**src/rtl/burst_ctr_pkg.sv**
```systemverilog
package burst_ctr_pkg;
  typedef enum logic [1:0] {
    OP_HOLD = 2'd0,
    OP_INC  = 2'd1,
    OP_LOAD = 2'd2,
    OP_CLR  = 2'd3
  } ctr_op_e;
endpackage

```
**src/rtl/ctr_op_decode.sv**
```systemverilog
module ctr_op_decode
  import burst_ctr_pkg::*;
(
  input  logic    ads_ni,
  input  logic    cnt_en_ni,
  input  logic    cnt_rst_ni,
  output ctr_op_e op_o
);
  // clear > load > step > hold
  always_comb begin
    if (!cnt_rst_ni)     op_o = OP_CLR;
    else if (!ads_ni)    op_o = OP_LOAD;
    else if (!cnt_en_ni) op_o = OP_INC;
    else                 op_o = OP_HOLD;
  end
endmodule

```
**src/rtl/ctr_mask_reg.sv**
```systemverilog
module ctr_mask_reg #(
  parameter int AW = 17
) (
  input  logic          clk_i,
  input  logic          rst_ni,
  input  logic          we_i,
  input  logic [AW-1:0] d_i,
  output logic [AW-1:0] q_o
);
  always_ff @(posedge clk_i or negedge rst_ni) begin
    if (!rst_ni)   q_o <= '1;
    else if (we_i) q_o <= d_i;
  end
endmodule

```
**src/rtl/ctr_step.sv**
```systemverilog
module ctr_step #(
  parameter int AW = 17
) (
  input  logic [AW-1:0] addr_i,
  input  logic [AW-1:0] base_i,
  input  logic [AW-1:0] mask_i,
  output logic [AW-1:0] next_o,
  output logic          at_bound_o
);
  localparam logic [AW-1:0] FULL = '1;

  logic [AW-1:0] filled;
  logic [AW-1:0] bumped;
  logic          full_span;

  // force masked bits to 1 so the carry ripples past them
  assign filled     = addr_i | ~mask_i;
  assign bumped     = filled + 1'b1;
  assign at_bound_o = &filled;
  assign full_span  = (mask_i == FULL);

  always_comb begin
    if (at_bound_o && !full_span) next_o = base_i;
    else next_o = (addr_i & ~mask_i) | (bumped & mask_i);
  end
endmodule

```
**src/rtl/burst_addr_ctr.sv**
```systemverilog
module burst_addr_ctr
  import burst_ctr_pkg::*;
#(
  parameter int AW = 17
) (
  input  logic          clk_i,
  input  logic          rst_ni,
  input  logic          ads_ni,
  input  logic          cnt_en_ni,
  input  logic          cnt_rst_ni,
  input  logic [AW-1:0] addr_i,
  input  logic          mask_we_i,
  input  logic [AW-1:0] mask_i,
  output logic [AW-1:0] addr_o,
  output logic          cnt_int_no
);
  ctr_op_e       op;
  logic [AW-1:0] cnt_q;
  logic [AW-1:0] base_q;
  logic [AW-1:0] mask_q;
  logic [AW-1:0] step_addr;
  logic          at_bound;

  ctr_op_decode i_decode (
    .ads_ni     (ads_ni),
    .cnt_en_ni  (cnt_en_ni),
    .cnt_rst_ni (cnt_rst_ni),
    .op_o       (op)
  );

  ctr_mask_reg #(.AW(AW)) i_mask (
    .clk_i  (clk_i),
    .rst_ni (rst_ni),
    .we_i   (mask_we_i),
    .d_i    (mask_i),
    .q_o    (mask_q)
  );

  ctr_step #(.AW(AW)) i_step (
    .addr_i     (cnt_q),
    .base_i     (base_q),
    .mask_i     (mask_q),
    .next_o     (step_addr),
    .at_bound_o (at_bound)
  );

  always_ff @(posedge clk_i or negedge rst_ni) begin
    if (!rst_ni) begin
      cnt_q  <= '0;
      base_q <= '0;
    end else begin
      case (op)
        OP_CLR: begin
          cnt_q  <= '0;
          base_q <= '0;
        end
        OP_LOAD: begin
          cnt_q  <= addr_i;
          base_q <= addr_i;
        end
        OP_INC:  cnt_q <= step_addr;
        default: cnt_q <= cnt_q;
      endcase
    end
  end

  assign addr_o     = cnt_q;
  assign cnt_int_no = ~at_bound;
endmodule

```
**config.mk**
```make
export PLATFORM = sky130hd
export DESIGN_NAME = burst_addr_ctr
export DESIGN_NICKNAME = d
export VERILOG_FILES = /design/src/rtl/burst_ctr_pkg.sv /design/src/rtl/ctr_op_decode.sv /design/src/rtl/ctr_mask_reg.sv /design/src/rtl/ctr_step.sv /design/src/rtl/burst_addr_ctr.sv
export SDC_FILE = /design/constraint.sdc
export NUM_CORES = 1
export LEC_CHECK = 0
export CAP_MARGIN = 20
export CORE_AREA = 5 5 106 108
export CTS_CLUSTER_SIZE = 10
export DETAILED_ROUTE_END_ITERATION = 12
export DIE_AREA = 0 0 111 113
export PLACE_DENSITY = 0.61
export SYNTH_ARGS = -nofsm -noshare
export SYNTH_HDL_FRONTEND = slang
export SYNTH_SLANG_ARGS = --single-unit
```
**constraint.sdc**
```tcl
create_clock -name clk_i -period 3.6 [get_ports clk_i]
set_input_delay 0.54 -clock clk_i [delete_from_list [all_inputs] [get_ports clk_i]]
set_output_delay 0.54 -clock clk_i [all_outputs]
set_load 0.05 [all_outputs]
```
==> impl_metrics.ini <==
[outcome]
outcome = complete, no violations

[pwr]
leakagePower_nw = 1.53
power.density_nw_per_um2 = 384
vdd_drop_max_uv = 250

[sta]
period_needed_ps = 3210
timing.hold.ws_ps = 349
worst_slew_pin_slew_ps = 919
timing.slew.headroom = 0.387
skew_ps = 14.5
rsz0062_at_grt = no
drv_slew = 0
fin_crit_sh = 0.891
hold_viol = 0
tns_ps = 0
max_freq_mhz = 312
setup_viol = 0

[clocking]
cts_buffers = 5
clkTransAtPathRegs_ps = 110
cts_sinks = 51
htree_num_levels = 2
cts_buffer_depth = 2
ctsHoldBuffers = 0
postCtsSetupBuffers = 0
cts_root_buf = clkbuf_8
clk_latency_ps = 320
cts_tree = yes
ctsResizeCount = 0

[finish]
drive_gt1_frac = 0.138
n_antenna_cell = 0
final_cell_mix = 54 x clkdlybuf4s50_1, 34 x dfrtp_1, 21 x nor2b_1, 20 x nand2_1, 20 x mux2i_1
area.growth.synth_to_final_pct = 28.8
n_fill_cell = 1042
final_area_um2 = 3690
final_common_cell = clkdlybuf4s50_1
multi_input_area_um2 = 1450
fin_nets = 390
seq_area_um2 = 1300

[detailed_routing]
ant_nets = 0
routed_wirelength_um = 8050
via_per_inst = 4.88
wl_per_cell_um = 16.6
drt_iter0_drc = 200
first_pass_iters = 4
vias = 2361
drcViolationCount = 0

[worst_setup_path]
worstPathArrival_ps = 2670
criticalPathCategory = flip-flop to output pin
crit_required_ps = 3060
startpoint_type = flip-flop
cp-end-kind = output pin
crit_fanout = 5

[yosys]
synth_edf_count = 0
ys.flop_type = dfrtp_1
ys_seq_area_frac = 0.453
avgSynthCellArea_um2 = 9.77
synth.area.top_cells = dfrtp_1 30%, dfstp_2 16%, mux2i_1 7.0%
yosys.area.top_type_share = 0.297
yosysTopAreaCell = dfrtp_1
async_flop_share = 1.00
ys_ff_latch = 51
syn-num-nets = 336
synthesis.area_um2 = 2860
syn_inst = 293
yosysUniqueCellTypes = 48
yosys_warnings = 0

[floorplan]
die_w_um = 111
io-pin-count = 58
die_area_um2 = 12500
die_h_um = 113
start_util = 0.282
fp-row-count = 37
coreArea_um2 = 10100

[global_route]
grt_use_met3 = 0.0289
grt_max_degree = 40
grt_use_met2 = 0.203
grt_pass1_vias = 2416
use_met1 = 0.177
grt-ovfl-total = 0
grt_pass1_wl_um = 13100
grt_antenna_before_repair = 0
track_usage = 0.129
grt.busiest_layer = met2

[place]
place_area_um2 = 3570
io_buffer_count = 57
place.gp.congestion = 0.829
dpl.hpwl_um = 6020

[hold_path]
hold_class = input port to asynchronous set/reset pin

[run]
maxCapViolCount = 0
[state kept, by name, indices dropped and copies added, names as in the netlist]
name and flops:
i_mask.q_o 17, addr_o 17, base_q 17
[final timing paths]
path                          startpoint            end  slack [ps]  depth (start not counted)
min reg2reg                i_mask.q_o[7]  i_mask.q_o[7]         540                          2
min in group clk_i         i_mask.q_o[7]  i_mask.q_o[7]         540                          2
max reg2reg                    addr_o[0]     addr_o[15]         600                         12
min                               rst_ni      base_q[7]         350                          1
max in group asynchronous         rst_ni  i_mask.q_o[4]        2450                          2
max                            addr_o[0]     cnt_int_no         390                         10
[report_power, final]
part           internal [mW]  switching [mW]
clock network          0.210           0.214
registers              0.631          0.0448
logic                  0.138           0.180
total                  0.979           0.438
[routing by layer]
| layer | part of all wire | vias up |
|---|---|---|
| met3 | 0.050 | 6 |
| met4 | 0.015 | 0 |
| met5 | 0 | - |
| met1 | 0.49 | 1124 |
| li1 | - | 1158 |
| met2 | 0.45 | 73 |
[cell usage after synthesis (3+ instances only)]
| cell | number |
|---|---|
| nor2b_1 | 21 |
| a31oi_1 | 6 |
| xor2_1 | 7 |
| mux2i_1 | 20 |
| o211ai_1 | 3 |
| o21ai_0 | 18 |
| mux2_2 | 12 |
| nor3_1 | 5 |
| nor2_1 | 16 |
| nand3_1 | 7 |
| nand2b_1 | 11 |
| o31ai_1 | 3 |
| nand4_1 | 6 |
| a21oi_1 | 16 |
| nand3b_1 | 3 |
| and3_1 | 4 |
| dfstp_2 | 17 |
| inv_1 | 14 |
| dfrtp_1 | 34 |
| o221ai_1 | 3 |
| clkbuf_1 | 11 |
| nand2_1 | 20 |
| ha_1 | 3 |
[stage by stage]
step | util | setup WS, ps | total power [mW] | cells
CTS | 0.363 | 14.3 | 1.43 | 484
floorplan | - | 833 | 0.865 | 293
global placement | 0.352 | 464 | 0.996 | 476
finish | 0.364 | 394 | 1.42 | 484
detailed placement | 0.352 | 368 | 1.00 | 476
global route | 0.364 | 154 | 1.49 | 484
[critical path: stages (launching register included)]
cell and delay [ps]:
dfrtp_1 350, inv_1 60, ha_1 190, inv_1 80, ha_1 200, nand3_1 180
nor4_1 400, and3_1 290, ha_1 250, inv_1 50, dlymetal6s2s_1 300
[cells by family (layout without fill, tap and decap cells)]
family,Yosys count,in the layout,synth area share
AOI/OAI and AO/OA,67,67,0.153
adders and majority gates,3,3,0.0131
and+or+nand+nor,102,102,0.196
muxes,32,32,0.117
DFF,51,51,0.453
xor gates and xnor gates,9,9,0.0275
buffers and inverters,29,84,0.0398
[layout make-up]
cell class / count / share of cell area
multi-input combinational: 213 / 0.393
sequential: 51 / 0.352
timing repair buffer: 62 / 0.163
tap: 136 / 0.0462
clock buffer: 5 / 0.0187
inverter: 14 / 0.0143
clock inverter: 3 / 0.0126
(Power assumes the default switching activity.)
